**src/rtl/mac_pkg.sv**
```systemverilog
package mac_pkg;

   // bit 0: signed operands, bit 1: accumulate
   typedef enum logic [1:0] {
      MODE_UMUL = 2'b00,
      MODE_SMUL = 2'b01,
      MODE_UMAC = 2'b10,
      MODE_SMAC = 2'b11
   } mac_mode_e;

   localparam logic [2:0] IDX_OP2 = 3'd4;
   localparam logic [2:0] IDX_RLO = 3'd5;
   localparam logic [2:0] IDX_RHI = 3'd6;
   localparam logic [2:0] IDX_EXT = 3'd7;

   typedef struct packed {
      logic      op1_wr;
      logic      op2_wr;
      logic      rlo_wr;
      mac_mode_e mode_sel;
   } mac_wr_t;

endpackage

```
**src/rtl/mac_addr_dec.sv**
```systemverilog
module mac_addr_dec
   import mac_pkg::*;
#(
   parameter int              ADDR_W = 16,
   parameter logic [ADDR_W-1:0] BASE = 16'h0130
) (
   input  logic [ADDR_W-1:0] addr,
   input  logic              wr,
   output logic              hit,
   output logic [2:0]        idx,
   output mac_wr_t           stb
);
   localparam int TAG_LSB = 4;

   always_comb begin
      hit          = (addr[ADDR_W-1:TAG_LSB] == BASE[ADDR_W-1:TAG_LSB]);
      idx          = addr[3:1];
      stb.op1_wr   = wr && hit && !idx[2];
      stb.op2_wr   = wr && hit && (idx == IDX_OP2);
      stb.rlo_wr   = wr && hit && (idx == IDX_RLO);
      stb.mode_sel = mac_mode_e'(idx[1:0]);
   end
endmodule

```
**src/rtl/mac_mult.sv**
```systemverilog
module mac_mult #(
   parameter int DATA_W = 16,
   parameter int IMPL   = 0,
   localparam int RES_W = 2 * DATA_W
) (
   input  logic [DATA_W-1:0] op_a,
   input  logic [DATA_W-1:0] op_b,
   input  logic              sgn,
   output logic [RES_W-1:0]  prod
);
   generate
      if (IMPL == 0) begin : g_shared
         // one (DATA_W+1)-bit signed array serves both signednesses
         logic signed [DATA_W:0]   ea, eb;
         logic signed [RES_W+1:0]  full;
         always_comb begin
            ea   = $signed({sgn & op_a[DATA_W-1], op_a});
            eb   = $signed({sgn & op_b[DATA_W-1], op_b});
            full = ea * eb;
            prod = full[RES_W-1:0];
         end
      end else begin : g_dual
         logic [RES_W-1:0]        p_u;
         logic signed [RES_W-1:0] p_s;
         always_comb begin
            p_u  = {{DATA_W{1'b0}}, op_a} * {{DATA_W{1'b0}}, op_b};
            p_s  = $signed(op_a) * $signed(op_b);
            prod = sgn ? p_s : p_u;
         end
      end
   endgenerate
endmodule

```
**src/rtl/mac_core.sv**
```systemverilog
module mac_core
   import mac_pkg::*;
#(
   parameter int DATA_W = 16,
   parameter int IMPL   = 0,
   localparam int RES_W = 2 * DATA_W
) (
   input  logic              clk,
   input  logic              rst_n,
   input  mac_wr_t           stb,
   input  logic [DATA_W-1:0] wdata,
   output logic [DATA_W-1:0] op1_q,
   output logic [DATA_W-1:0] op2_q,
   output mac_mode_e         mode_q,
   output logic [RES_W-1:0]  res_q,
   output logic [RES_W-1:0]  acc_q,
   output logic [DATA_W-1:0] ext_q
);
   logic [RES_W-1:0] prod;
   logic [RES_W:0]   sum;
   logic [RES_W-1:0] seed;
   logic             sgn;

   assign sgn = mode_q[0];

   // trigger uses the incoming operand 2 directly
   mac_mult #(.DATA_W(DATA_W), .IMPL(IMPL)) u_mult (
      .op_a (op1_q),
      .op_b (wdata),
      .sgn  (sgn),
      .prod (prod)
   );

   always_comb begin
      sum  = {1'b0, acc_q} + {1'b0, prod};
      seed = sgn ? {{DATA_W{wdata[DATA_W-1]}}, wdata}
                 : {{DATA_W{1'b0}}, wdata};
   end

   always_ff @(posedge clk) begin
      if (!rst_n) begin
         op1_q  <= '0;
         op2_q  <= '0;
         mode_q <= MODE_UMUL;
         res_q  <= '0;
         acc_q  <= '0;
         ext_q  <= '0;
      end else begin
         if (stb.op1_wr) begin
            op1_q  <= wdata;
            mode_q <= stb.mode_sel;
         end
         if (stb.op2_wr) begin
            op2_q <= wdata;
            if (!mode_q[1]) begin
               res_q <= prod;
               acc_q <= '0;
               ext_q <= sgn ? {DATA_W{prod[RES_W-1]}} : '0;
            end else begin
               res_q <= sum[RES_W-1:0];
               acc_q <= sum[RES_W-1:0];
               ext_q <= sgn ? {DATA_W{sum[RES_W-1]}}
                            : {{(DATA_W-1){1'b0}}, sum[RES_W]};
            end
         end
         if (stb.rlo_wr) begin
            res_q <= seed;
            acc_q <= seed;
            ext_q <= (sgn && wdata[DATA_W-1]) ? '1 : '0;
         end
      end
   end
endmodule

```
**src/rtl/mac_rd_mux.sv**
```systemverilog
module mac_rd_mux
   import mac_pkg::*;
#(
   parameter int DATA_W = 16,
   localparam int RES_W = 2 * DATA_W
) (
   input  logic              rd,
   input  logic              hit,
   input  logic [2:0]        idx,
   input  logic [DATA_W-1:0] op1_q,
   input  logic [DATA_W-1:0] op2_q,
   input  logic [RES_W-1:0]  res_q,
   input  logic [DATA_W-1:0] ext_q,
   output logic [DATA_W-1:0] rdata
);
   always_comb begin
      rdata = '0;
      if (rd && hit) begin
         case (idx)
            IDX_OP2: rdata = op2_q;
            IDX_RLO: rdata = res_q[DATA_W-1:0];
            IDX_RHI: rdata = res_q[RES_W-1:DATA_W];
            IDX_EXT: rdata = ext_q;
            default: rdata = op1_q;
         endcase
      end
   end
endmodule

```
**src/rtl/mmio_mac.sv**
```systemverilog
module mmio_mac
   import mac_pkg::*;
#(
   parameter int                ADDR_W = 16,
   parameter int                DATA_W = 16,
   parameter logic [ADDR_W-1:0] BASE   = 16'h0130,
   parameter int                IMPL   = 0
) (
   input  logic              clk,
   input  logic              rst_n,
   input  logic [ADDR_W-1:0] bus_addr,
   input  logic [DATA_W-1:0] bus_wdata,
   input  logic              bus_wr,
   input  logic              bus_rd,
   output logic [DATA_W-1:0] bus_rdata
);
   localparam int RES_W = 2 * DATA_W;

   generate
      if (ADDR_W < 5) begin : g_bad_aw
         $error("mmio_mac: ADDR_W must be at least 5");
      end
      if (DATA_W < 2) begin : g_bad_dw
         $error("mmio_mac: DATA_W must be at least 2");
      end
      if (BASE[3:0] != 4'h0) begin : g_bad_base
         $error("mmio_mac: BASE must be 16-byte aligned");
      end
      if (IMPL != 0 && IMPL != 1) begin : g_bad_impl
         $error("mmio_mac: IMPL must be 0 or 1");
      end
   endgenerate

   logic              hit;
   logic [2:0]        idx;
   mac_wr_t           stb;
   logic [DATA_W-1:0] op1_w, op2_w, ext_w;
   logic [RES_W-1:0]  res_w, acc_w;
   mac_mode_e         mode_w;

   mac_addr_dec #(.ADDR_W(ADDR_W), .BASE(BASE)) u_dec (
      .addr (bus_addr),
      .wr   (bus_wr),
      .hit  (hit),
      .idx  (idx),
      .stb  (stb)
   );

   mac_core #(.DATA_W(DATA_W), .IMPL(IMPL)) u_core (
      .clk    (clk),
      .rst_n  (rst_n),
      .stb    (stb),
      .wdata  (bus_wdata),
      .op1_q  (op1_w),
      .op2_q  (op2_w),
      .mode_q (mode_w),
      .res_q  (res_w),
      .acc_q  (acc_w),
      .ext_q  (ext_w)
   );

   mac_rd_mux #(.DATA_W(DATA_W)) u_rd (
      .rd    (bus_rd),
      .hit   (hit),
      .idx   (idx),
      .op1_q (op1_w),
      .op2_q (op2_w),
      .res_q (res_w),
      .ext_q (ext_w),
      .rdata (bus_rdata)
   );
endmodule

```
**config.mk**
```make
export PLATFORM = sky130hd
export DESIGN_NAME = mmio_mac
export DESIGN_NICKNAME = d
export VERILOG_FILES = /design/src/rtl/mac_pkg.sv /design/src/rtl/mac_addr_dec.sv /design/src/rtl/mac_mult.sv /design/src/rtl/mac_core.sv /design/src/rtl/mac_rd_mux.sv /design/src/rtl/mmio_mac.sv
export SDC_FILE = /design/constraint.sdc
export NUM_CORES = 1
export LEC_CHECK = 0
export BUFFER_PORTS_ARGS = -buffer_cell sky130_fd_sc_hd__buf_2
export CAP_MARGIN = 20
export CORE_ASPECT_RATIO = 0.7
export CORE_MARGIN = 5
export CORE_UTILIZATION = 66
export CTS_CLUSTER_SIZE = 30
export DETAILED_ROUTE_END_ITERATION = 12
export MAX_ROUTING_LAYER = met4
export PLACE_DENSITY = 0.82
export SLEW_MARGIN = 20
export SYNTH_ARGS = -nofsm -noshare
export SYNTH_HDL_FRONTEND = slang
export SYNTH_SLANG_ARGS = --single-unit
```
**constraint.sdc**
```tcl
create_clock -name clk -period 10.17 [get_ports clk]
set_input_delay 1.017 -clock clk [delete_from_list [all_inputs] [get_ports clk]]
set_output_delay 1.017 -clock clk [all_outputs]
set_load 0.01 [all_outputs]
```
-- Word level (Yosys, flattened, before mapping)
Index checks and enable logic that the tools add are counted.
- flip-flop bits (word level): 114
- word-level logic and storage cells: 38
- add/sub/neg operators: 1
- multipliers: 1
- equality and inequality tests: 5
- mux-type cells: 15
- bitwise gates (word level): 2
- reduce and logical (&&, ||, !) cells: 8
- operators by type and width (kind ; number):
    two-way mux 32 bit ; 7
    two-way mux 16 bit ; 7
    one-hot mux 16 bit (4 select lines) ; 1
    adder 32 x 32 -> 33 bit ; 1
    multiplier 17 x 17 -> 32 bit ; 1
    == test 12 x 5 -> 1 bit, second input constant ; 1
    == test 3 bit, second input constant ; 4
    logical AND 1 bit ; 6
    bitwise AND 1 bit ; 2
    nonzero test 2 bit ; 1
    logical NOT 1 bit ; 1

-- Depth between registers and ports, before layout
Gate-level depths: netlist (run 1).
- depth in word-level cells: 7
- gate-level depth with buffers: 33
- gate-level depth less buffers: 32

-- Cells and area by module
Synthesis (run 1) repeated with hierarchy kept, for this count alone.
- cells, all modules: 2005
- area total of the unflattened synthesis: 17337.9 µm²
- modules (own cells, without submodules) (module ; instances ; cells an instance ; area an instance (µm²) ; sequential area each (µm²)):
    mac_mult ; 1 ; 1178 ; 10581.4 ; 0.0
    mac_core ; 1 ; 702 ; 5908.2 ; 2001.9
    mac_rd_mux ; 1 ; 110 ; 737.0 ; 0.0
    mac_addr_dec ; 1 ; 15 ; 111.4 ; 0.0

-- Worst setup path after synthesis (run 1)
Ideal clock, no wire load.
- path type: input port to flip-flop
- start point: input bus_wdata[2]
- end point: register u_core.ext_q[14]
- setup time: 131 ps
- arrival: 8176 ps
- data required time: 10039 ps
- path slack: 1863 ps
- stages: 31
- path buffers: 3
- cell sequence: clkbuf_1 > clkbuf_1 > nand2_1 > fa_1 > fa_1 > fa_1 > fa_1 > inv_1 > fa_1 > inv_1 > fa_1 > inv_1 > ha_1 > a21oi_1 > nor2_1 > a2111oi_4 > o31ai_2 > nand3_1 > nand2_1 > xor2_1 > ha_1 > buf_2 > nand4_1 > nor3_1 > o311ai_0 > o211ai_1 > a31oi_1 > o31a_1 > xnor2_1 > a221oi_1 > nor3_1
- longest elaborated chain between the ends: 6
- ends and longest elaborated chain (what ; RTL line ; source):
    from (decl) ; mmio_mac.sv:12 ; input logic [DATA_W-1:0] bus_wdata,
    multiplier 17 x 17 -> 32 bit * ; mac_mult.sv:19 ; full = ea * eb;
    adder 32 x 32 -> 33 bit ; mac_core.sv:35 ; sum = {1'b0, acc_q} + {1'b0, prod};
    two-way mux 16 bit ; mac_core.sv:62 ; ext_q <= sgn ? {DATA_W{sum[RES_W-1]}}
    two-way mux 16 bit * ; mac_core.sv:55 ; if (!mode_q[1]) begin
    two-way mux 16 bit * ; mac_core.sv:53 ; if (stb.op2_wr) begin
    two-way mux 16 bit * ; mac_core.sv:66 ; if (stb.rlo_wr) begin
    to (signal assigned) ; mac_core.sv:58 ; ext_q <= sgn ? {DATA_W{prod[RES_W-1]}} : '0;
    to (signal assigned) ; mac_core.sv:62 ;
    to (signal assigned) ; mac_core.sv:69 ; ext_q <= (sgn && wdata[DATA_W-1]) ? '1 : '0;
    to (decl) ; mac_core.sv:17 ; output logic [DATA_W-1:0] ext_q
Every way passes the cells marked *; elsewhere a longest branch is shown, timed or not. The select of a mux whose other input is x is not followed.
A chain may end at the register's enable or synchronous reset.

-- Final worst setup path (run 1)
- start point: input bus_wdata[8]
- end point: register u_core.ext_q[14]
Same word-level chain as after synthesis.

==> metrics.csv, run 1 <==
metric,value,unit
Critical Path RT,10370,ps
synth top area cells,"fa_1 (34%), dfxtp_1 (12%), ha_1 (8.8%)",
ANT nets after route,0,
LEAKAGE,8.49,nW
CTS Hold Bufs,0,
crit-path max cell delay,570,ps
port buffer count,50,
Slew headroom,0.281,
overall global routing resource usage,0.342,
RSZ-0062 raised after global routing,no,
most frequent cell after synthesis,inv_1,
sequential share of the synthesized area,0.121,
syn avg cell area,8.54,sq um
Initial Utilization,0.671,
total number of vias,13600,
Max Clock Freq,109,MHz
number of cell rows,48,
crit end category,register,
measured slew at the worst slew-check pin,1080,ps
Final min period,9150,ps
final critical-path share of the clock period,0.899,
First-pass DRT Iterations,5,
Detailed Place HPWL,34600,um
CTS max path bufs,2,
DP Area,16900,sq um
WL final,45400,um
Post-synth EDFFs,0,
Setup Skew,6.08,ps
ys flop type,dfxtp_1,
placed cells,2213,
ratio of cells with drive above 1 in the final layout,0.0530,
Critical Path Source Type,input pin,
"Clk Latency, worst-skew pair",350,ps
post-route cell area,17100,sq um
synth cell count leaders,"inv_1 (313), fa_1 (283), nand2_1 (257)",
Comb pwr share,0.073,
worst setup path class,in2reg,
register area,2000,sq um
number of synthesized register bits,100,
final setup vio count,0,
Clock Tree Root,clkbuf_16,
Hold Crit Class,reg2reg,
Layout Nets,2335,
CP Max Fanout,20,
worst reg2reg path depth,27,
"Cell Area, Synth",16600,sq um
detailed-route wire length per cell,20.4,um
DRC Markers,0,
CP max stage cell,fa_1,
Post-CTS Resized,0,
vias per cell,6.09,
core area,24700,sq um
clock sinks,100,
switching power share of the total,0.259,
CP dominant cell by count,fa_1,
hold-critical path depth,2,
Die X,199,um
Syn Nets,2373,
WP data arrival,9340,ps
max-cap viol count,0,
register share of total power,0.506,
n_diodes,0,
Gate Count Post-Synth,1938,
post-synth cell types,75,
pin count of the biggest net entering global routing,72,
I/O Pins,52,
gpl congestion,0.933,
Sum Neg Setup Slack,0,ps
post-synth top area cell,fa_1,
P&R area growth vs syn,3.48,%
initial detailed-routing violation count,1305,
clock power share,0.422,
non-filler cells in the finished layout,2230,
Fin. Hold Viols,0,
Filler Cell Count,1975,
max-slew violations,0,
clk slew on worst S/H paths,70,ps
Overflow after GRT,0,
Pint,0.574,mW
area of the multi-input gates,12900,sq um
global-route wire length before repair,74300,um
NetSw,0.200,mW
Die Area,28400,sq um
ys async rst share,0,
Post-CTS Setup Bufs,0,
TritonCTS buffer count,9,
antenna violations before repair,0,
status,completed,
vias in the first global route,14000,
Die Y,143,um
warnings from Yosys,0,
Max VDD drop,85.4,uV
pwr/cell area,45.2,nW/um^2
clock tree from TritonCTS,built,
Synth top area share,0.342,
H-tree lvl count,3,
==> layout make-up <==
| type | instances | share of cell area |
|---|---|---|
| inverters | 314 | 0.0688 |
| flip-flops and latches | 100 | 0.117 |
| repair buffers | 67 | 0.0223 |
| well taps | 325 | 0.0237 |
| multi-input cells | 1408 | 0.753 |
| clock buffers | 12 | 0.0144 |
| clock inverters | 4 | 0.00146 |
==> cell usage in the layout, fill, tap and decap left out, types with 7 or more instances in the layout <==
cell type / synthesis / layout
o21ai_1: 13 / 13
a21oi_1: 117 / 117
a21o_1: 16 / 16
clkbuf_16: 0 / 9
a31oi_1: 7 / 7
ha_1: 116 / 116
dfxtp_1: 100 / 100
o21a_1: 12 / 12
a211oi_1: 9 / 9
xnor2_1: 42 / 42
buf_4: 0 / 16
a221oi_1: 16 / 16
and3_1: 10 / 10
inv_1: 313 / 313
a22oi_1: 12 / 12
or2_2: 6 / 7
nor2b_1: 7 / 7
xor2_1: 21 / 21
fa_1: 283 / 283
nor2_1: 89 / 89
o21ai_0: 71 / 71
nand2b_1: 8 / 8
nor3_1: 12 / 12
mux2i_1: 36 / 36
and2_1: 143 / 143
nand3_1: 18 / 18
buf_2: 4 / 50
nand2_1: 257 / 257
o31a_1: 7 / 7
==> per-layer routing <==
layer,wire length [um],part of all wire,vias to the layer above,GRT usage
met1,19500,0.43,6751,0.489
met5,0,0,-,-
li1,-,-,6047,-
met2,20000,0.44,688,0.506
met3,4740,0.10,102,0.0679
met4,1200,0.026,0,0.0892
==> worst max-delay path, delay by kind of cell <==
| family | cells | cell delay, ps |
|---|---|---|
| buffers and inverters | 6 | 770 |
| AND/OR/NAND/NOR | 7 | 1260 |
| adder cells (fa/ha/maj) | 8 | 3850 |
| AO/OA/AOI/OAI | 7 | 1850 |
| XOR/XNOR | 2 | 560 |
==> through the flow <==
stage	total power [mW]	hold slack [ps]	util	worst slack (ps)
after floorplan	0.430	433	-	1860
after global routing	0.795	479	0.694	640
after CTS	0.771	456	0.694	1180
after detailed placement	0.454	447	0.683	860
final	0.774	457	0.694	1020
after global placement	0.453	440	0.683	945
==> final timing paths <==
kind	from	end	slack (ps)
setup / recovery	bus_wdata[8]	u_core.ext_q[14]	1020
hold / removal	u_core.op2_q[9]	u_core.op2_q[9]	460
setup reg to reg	u_core.op1_q[8]	u_core.ext_q[14]	1190
hold reg to reg	u_core.op2_q[9]	u_core.op2_q[9]	460
==> power by group through the flow <==
stage | Sequential, mW | Combinational [mW] | Clock [mW]
final | 0.391 | 0.0564 | 0.326
after global routing | 0.391 | 0.0583 | 0.345
after CTS | 0.391 | 0.0539 | 0.326
after detailed placement | 0.400 | 0.0539 | 0
after global placement | 0.400 | 0.0530 | 0
after floorplan | 0.400 | 0.0292 | 0
==> sequential cells by signal, indices dropped and copies added, names as in the netlist <==
name	cells
u_core.acc_q	32
u_core.res_q	32
u_core.mode_q	2
u_core.op2_q	16
u_core.ext_q	2
u_core.op1_q	16
==> logic make-up after synthesis <==
group / count (synthesis) / synth area share
AOI/OAI and AO/OA: 332 / 0.127
xor gates and xnor gates: 63 / 0.0333
adders and majority gates: 399 / 0.430
buffers and inverters: 430 / 0.100
DFF: 100 / 0.121
muxes: 37 / 0.0231
and+or+nand+nor: 577 / 0.166
(Power assumes the default switching activity.)
==> run 2: changes to the inputs <==
CORE_UTILIZATION = 59   (was 66)
PLACE_DENSITY = 0.77   (was 0.82)
REMOVE_ABC_BUFFERS = 1   (was unset)
clock period = 8 ns   (was 10.17 ns; I/O delays follow)
==> run 2 against run 1 <==
Effect of this change: final cell count increased by 11%; combinational power grew 59%; die area rose by 11%; clock skew up 3.8 ps; worst hold slack improved by 0.53 ps; non-clock buffer count increased by 190; critical path type unchanged; critical endpoint is now u_core.res_q[28].
==> metrics.csv, run 2 (synthesized netlist as in run 1, its figures left out) <==
metric,value,unit,change
status,completed,,unchanged
H-tree lvl count,3,,unchanged
vias per cell,5.74,,was 6.09
port buffer count,50,,unchanged
detailed-route wire length per cell,19.2,um,was 20.4 um
ANT nets after route,0,,unchanged
crit end category,register,,unchanged
area of the multi-input gates,13200,sq um,was 12900 sq um
LEAKAGE,9.53,nW,was 8.49 nW
n_diodes,0,,unchanged
Max Clock Freq,128,MHz,
pin count of the biggest net entering global routing,59,,was 72
DRC Markers,0,,unchanged
gpl congestion,0.954,,was 0.933
Critical Path Source Type,input pin,,unchanged
overall global routing resource usage,0.316,,was 0.342
Die Area,31600,sq um,was 28400 sq um
CP dominant cell by count,fa_1,,unchanged
Initial Utilization,0.596,,was 0.671
crit-path max cell delay,570,ps,about the same
max-cap viol count,0,,unchanged
initial detailed-routing violation count,1429,,was 1305
measured slew at the worst slew-check pin,1060,ps,was 1080 ps
Final min period,7830,ps,
worst min-delay path startpoint,u_core.op2_q[1],,was u_core.op2_q[9]
number of cell rows,51,,was 48
Hold Path End,u_core.op2_q[1],,was u_core.op2_q[9]
Max VDD drop,98.4,uV,was 85.4 uV
RR Startpoint,u_core.op1_q[4],,was u_core.op1_q[8]
hold-critical path depth,2,,unchanged
worst reg2reg path depth,30,,was 27
Slew headroom,0.290,,was 0.281
Fin. Hold Viols,0,,unchanged
WP data arrival,8090,ps,was 9340 ps
wl on met1,21600,um,was 19500 um
Hold Crit Class,reg2reg,,unchanged
total number of vias,14200,,was 13600
Worst Hold Slack,457,ps,about the same
ratio of cells with drive above 1 in the final layout,0.173,,was 0.0530
Die Y,150,um,was 143 um
CP max stage cell,fa_1,,unchanged
clock sinks,100,,unchanged
final setup vio count,0,,unchanged
top sig layer,met4,,unchanged
clock tree from TritonCTS,built,,unchanged
max-slew violations,0,,unchanged
TritonCTS buffer count,9,,unchanged
Layout Nets,2525,,was 2335
P&R area growth vs syn,15.2,%,was 3.48%
CTS max path bufs,2,,unchanged
DP Area,18300,sq um,was 16900 sq um
clk slew on worst S/H paths,70,ps,about the same
final setup margin,168,ps,was 1020 ps
WL final,47400,um,was 45400 um
Critical Path RT,8260,ps,was 10370 ps
Setup Skew,9.88,ps,was 6.08 ps
pwr/cell area,54.6,nW/um^2,was 45.2 nW/um^2
I/O Pins,52,,unchanged
RR Endpoint,u_core.res_q[28],,was u_core.ext_q[14]
CP Max Fanout,7,,was 20
"commonest cells after routing, fill and taps aside","inv_1 (309), fa_1 (279), nand2_1 (252), buf_4 (203), and2_1 (139)",,"was inv_1 (313), fa_1 (283), nand2_1 (257), and2_1 (143), a21oi_1 (117)"
met3 routed WL,5030,um,was 4740 um
register area,2010,sq um,was 2000 sq um
placed cells,2437,,was 2213
Regs by FF count,"u_core.acc_q (32), u_core.res_q (32)",,unchanged
FF-to-FF setup slack,250,ps,was 1190 ps
Detailed Place HPWL,38700,um,was 34600 um
Die X,210,um,was 199 um
pre-CTS setup slack,-475,ps,was 860 ps
global-route wire length before repair,77100,um,was 74300 um
met2 WL,20200,um,was 20000 um
non-filler cells in the finished layout,2466,,was 2230
CTS Hold Bufs,0,,unchanged
"Clk Latency, worst-skew pair",370,ps,was 350 ps
Sum Neg Setup Slack,0,ps,unchanged
final critical-path share of the clock period,0.979,,
Clock Tree Root,clkbuf_16,,unchanged
post-route cell area,19100,sq um,was 17100 sq um
power consumption,1.04,mW,was 0.774 mW
Filler Cell Count,2149,,was 1975
First-pass DRT Iterations,6,,was 5
"Core Util, Final",0.687,,was 0.694
antenna violations before repair,0,,unchanged
core area,27800,sq um,was 24700 sq um
Overflow after GRT,0,,unchanged
vias in the first global route,14500,,was 14000
"commonest non-fill, non-tap cell in the layout",inv_1,,unchanged
worst setup path class,in2reg,,unchanged
==> run 2: cell types whose count changed in the layout (fill, tap and decap cells not counted), moves of 6 or more <==
| cell | previous run | this run |
|---|---|---|
| buf_4 | 16 | 203 |
| a21oi_1 | 117 | 106 |
| a21oi_2 | 0 | 10 |
| buf_2 | 50 | 41 |
| dfxtp_1 | 100 | 93 |
| clkbuf_4 | 0 | 6 |
| dfxtp_2 | 0 | 6 |
| ha_1 | 116 | 110 |
| ha_4 | 0 | 6 |
==> run 2: worst max-delay path by stage <==
| stage | endpoint | cells after the start | start |
|---|---|---|---|
| floorplan | u_core.ext_q[14] | 29 | bus_wdata[5] |
| global placement | u_core.ext_q[14] | 30 | bus_wdata[5] |
| detailed placement | u_core.ext_q[14] | 31 | bus_wdata[5] |
| CTS | u_core.res_q[28] | 31 | bus_wdata[4] |
| global route | u_core.ext_q[14] | 33 | bus_wdata[6] |
| finish | u_core.res_q[28] | 31 | bus_wdata[6] |
==> run 2: report_power, final <==
part,internal [mW],leakage [nW],switching [mW]
Sequential,0.497,0.809,0.0000187
Clock,0.226,0.144,0.228
Combinational,0.0296,8.57,0.0602
Total,0.752,9.53,0.288
==> run 2: per-layer routing <==
layer	global-route usage	vias to the layer above
met5	-	-
met3	0.0796	63
met2	0.449	686
li1	-	6414
met4	0.0574	0
met1	0.466	6992
==> run 2: repair_timing <==
| action | 4_1_cts | 5_1_grt |
|---|---|---|
| setup buffers | 0 | 13 |
| pin swaps | 3 | 57 |
| gates cloned | 0 | 0 |
| setup endpoints to repair | 6 | 20 |
| hold endpoints to repair | 0 | 0 |
| resized for setup | 10 | 92 |
==> run 2: cell type report <==
cell class | instances | area share
clock buffers | 10 | 0.0125
clock inverters | 6 | 0.00276
well taps | 371 | 0.0243
flip-flops and latches | 100 | 0.106
inverters | 314 | 0.0618
repair buffers | 257 | 0.0983
multi-input cells | 1408 | 0.695
==> run 2: critical path: cells and delay by family <==
family	cells	cell delay, ps
buf+inv	6	510
compound gates	10	2030
simple gates	6	840
fa+ha+maj	8	3620
xor+xnor	1	270
==> run 3: changes to the inputs <==
CTS_CLUSTER_DIAMETER = 30   (was unset)
SYNTH_HIERARCHICAL = 1   (was unset)
==> run 3 against run 2 <==
Effect of this change: clock power fell by 4%; wire length rose by 9.3%; via count rose by 6.2%; combinational power rose by 30%; worst hold slack improved by 27 ps; critical path type unchanged; critical endpoint is now u_core/ext_q[14].
==> metrics.csv, run 3 <==
metric,value,unit,change
status,completed,,unchanged
global-route wire length before repair,81100,um,was 77100 um
Critical Path RT,8250,ps,was 8260 ps
max-cap viol count,0,,unchanged
clock sinks,100,,unchanged
synth cell count leaders,"inv_1 (332), fa_1 (283), nand2_1 (200)",,"was inv_1 (313), fa_1 (283), nand2_1 (257)"
WL final,51900,um,was 47400 um
synth top area cells,"fa_1 (33%), dfxtp_1 (12%), ha_1 (8.2%)",,"was fa_1 (34%), dfxtp_1 (12%), ha_1 (8.8%)"
Die X,215,um,was 210 um
WP data arrival,8150,ps,was 8090 ps
ratio of cells with drive above 1 in the final layout,0.210,,was 0.173
syn avg cell area,8.65,sq um,was 8.54 sq um
Fin. Hold Viols,0,,unchanged
RSZ-0062 raised after global routing,yes,,
CP Launch Point,bus_wdata[6],,unchanged
First-pass DRT Iterations,5,,was 6
RR Startpoint,u_core/op1_q[10],,was u_core.op1_q[4]
detailed-route wire length per cell,20.1,um,was 19.2 um
Final min period,7910,ps,was 7830 ps
Layout Nets,2625,,was 2525
Setup Skew,11.8,ps,was 9.88 ps
final critical-path share of the clock period,0.988,,was 0.979
Overflow after GRT,0,,unchanged
register area,2030,sq um,was 2010 sq um
CTS Hold Bufs,0,,unchanged
crit-path max cell delay,570,ps,about the same
Max Clock Freq,126,MHz,was 128 MHz
most frequent cell after synthesis,inv_1,,unchanged
"Clk Latency, worst-skew pair",360,ps,was 370 ps
Filler Cell Count,2169,,was 2149
antenna violations before repair,0,,unchanged
vias per cell,5.84,,was 5.74
Critical Path Source Type,input pin,,unchanged
area of the multi-input gates,14000,sq um,was 13200 sq um
port buffer count,50,,unchanged
overall global routing resource usage,0.316,,about the same
pwr/cell area,51.6,nW/um^2,was 54.6 nW/um^2
worst reg2reg path depth,30,,unchanged
Initial Utilization,0.599,,was 0.596
warnings from Yosys,6,,was 0
CTS max path bufs,2,,unchanged
Die Y,153,um,was 150 um
Clock Tree Root,clkbuf_16,,unchanged
number of synthesized register bits,100,,unchanged
Gate Count Post-Synth,2005,,was 1938
Max VDD drop,78.7,uV,was 98.4 uV
"Cell Area, Synth",17300,sq um,was 16600 sq um
final setup vio count,0,,unchanged
ys flop type,dfxtp_1,,unchanged
Hold Crit Class,reg2reg,,unchanged
sequential share of the synthesized area,0.115,,was 0.121
Die Area,33000,sq um,was 31600 sq um
"commonest non-fill, non-tap cell in the layout",inv_1,,unchanged
"commonest cells after routing, fill and taps aside","inv_1 (310), fa_1 (270), buf_4 (218), nand2_1 (194), and2_1 (129)",,"was inv_1 (309), fa_1 (279), nand2_1 (252), buf_4 (203), and2_1 (139)"
number of cell rows,52,,was 51
worst setup path class,in2reg,,unchanged
n_diodes,0,,unchanged
RR Endpoint,u_core/ext_q[14],,was u_core.res_q[28]
Worst Hold Slack,484,ps,was 457 ps
FF-to-FF setup slack,130,ps,was 250 ps
vias in the first global route,15200,,was 14500
P&R area growth vs syn,17.0,%,was 15.2%
core area,29000,sq um,was 27800 sq um
post-synth cell types,86,,was 75
clk slew on worst S/H paths,80,ps,was 70 ps
clock tree from TritonCTS,built,,unchanged
Detailed Place HPWL,40900,um,was 38700 um
initial detailed-routing violation count,1622,,was 1429
max-slew violations,0,,unchanged
crit end category,register,,unchanged
gpl congestion,0.961,,was 0.954
TritonCTS buffer count,9,,unchanged
Regs by FF count,"u_core/acc_q (32), u_core/res_q (32)",,"was u_core.acc_q (32), u_core.res_q (32)"
Slew headroom,0.380,,was 0.290
CP max stage cell,fa_1,,unchanged
I/O Pins,52,,unchanged
measured slew at the worst slew-check pin,931,ps,was 1060 ps
DRC Markers,0,,unchanged
post-synth top area cell,fa_1,,unchanged
Post-synth EDFFs,0,,unchanged
H-tree lvl count,3,,unchanged
CP dominant cell by count,fa_1,,unchanged
ANT nets after route,0,,unchanged
Synth top area share,0.327,,was 0.342
CP Max Fanout,6,,was 7
pin count of the biggest net entering global routing,97,,was 59
ys async rst share,0,,unchanged
total number of vias,15000,,was 14200
LEAKAGE,9.78,nW,was 9.53 nW
"Core Util, Final",0.700,,was 0.687
crit path capture,u_core/ext_q[14],,was u_core.res_q[28]
run 3: cell count changes in the layout (fill, tap and decap cells not counted), moves of 11 or more:
cell,before,now
a21oi_1,106,74
buf_4,203,218
buf_6,4,22
ha_1,110,97
inv_2,5,22
mux2i_1,36,54
nand2_1,252,194
nor2_1,88,115
nor2b_1,6,57
o21ai_1,17,6
run 3: cells by family (layout without fill, tap and decap cells):
kind of cell / count (synthesis) / after routing / synth area share
simple gates: 643 / 643 / 0.188
buf+inv: 446 / 638 / 0.104
fa+ha+maj: 397 / 397 / 0.409
compound gates: 304 / 304 / 0.121
flops: 100 / 100 / 0.115
xor+xnor: 60 / 60 / 0.0303
mux: 55 / 55 / 0.0318
run 3: worst min-delay path by stage:
stage                startpoint               end  cells after the start
6_report       u_core/acc_q[10]  u_core/acc_q[10]                      2
4_1_cts        u_core/acc_q[10]  u_core/acc_q[10]                      2
5_1_grt        u_core/acc_q[17]  u_core/acc_q[17]                      2
2_1_floorplan  u_core/acc_q[16]  u_core/acc_q[16]                      2
3_5_place_dp   u_core/acc_q[20]  u_core/acc_q[20]                      2
3_3_place_gp   u_core/acc_q[12]  u_core/acc_q[12]                      2
run 3: worst max-delay path: cells and delay by family:
kind	cells	cell delay, ps
compound gates	7	1530
simple gates	5	1080
buf+inv	10	910
xor+xnor	1	190
fa+ha+maj	8	3630
run 3: where the power goes:
part | switching (mW) | leakage [nW] | total, mW | internal [mW]
logic | 0.0692 | 8.83 | 0.117 | 0.0474
clock network | 0.216 | 0.137 | 0.435 | 0.218
registers | 0.0000276 | 0.812 | 0.496 | 0.496
run 3: layout make-up:
type | instances | area share
tap | 378 | 0.0233
inverter | 332 | 0.0615
clock buffer | 10 | 0.0113
timing repair buffer | 290 | 0.111
multi-input combinational | 1459 | 0.690
sequential | 100 | 0.0999
clock inverter | 6 | 0.00278
run 3: timing repair:
| action | in CTS | in global routing |
|---|---|---|
| endpoints found under the setup margin | 9 | 22 |
| gates resized for setup | 34 | 151 |
| pin swaps | 33 | 78 |
| setup buffers | 6 | 23 |
run 3: metrics by stage:
| step | setup WS (ps) | std cells | setup TNS (ps) | power, mW | area (sq um) |
|---|---|---|---|---|---|
| detailed placement | -561 | 2530 | -7070 | 0.607 | 19100 |
| global route | -95.8 | 2575 | -393 | 1.08 | 20300 |
| finish | 93.4 | 2575 | 0 | 1.05 | 20300 |
| floorplan | 42.4 | 1891 | 0 | 0.532 | 16800 |
| global placement | -383 | 2530 | -3920 | 0.606 | 19100 |
| CTS | -12.5 | 2552 | -12.5 | 1.04 | 19600 |
run 3: metal layers:
metal,share of wire,track usage,vias to the layer above
met4,0.027,0.0815,0
met1,0.43,0.449,7418
met5,0,-,-
met3,0.11,0.0900,108
li1,-,-,6743
met2,0.44,0.448,757
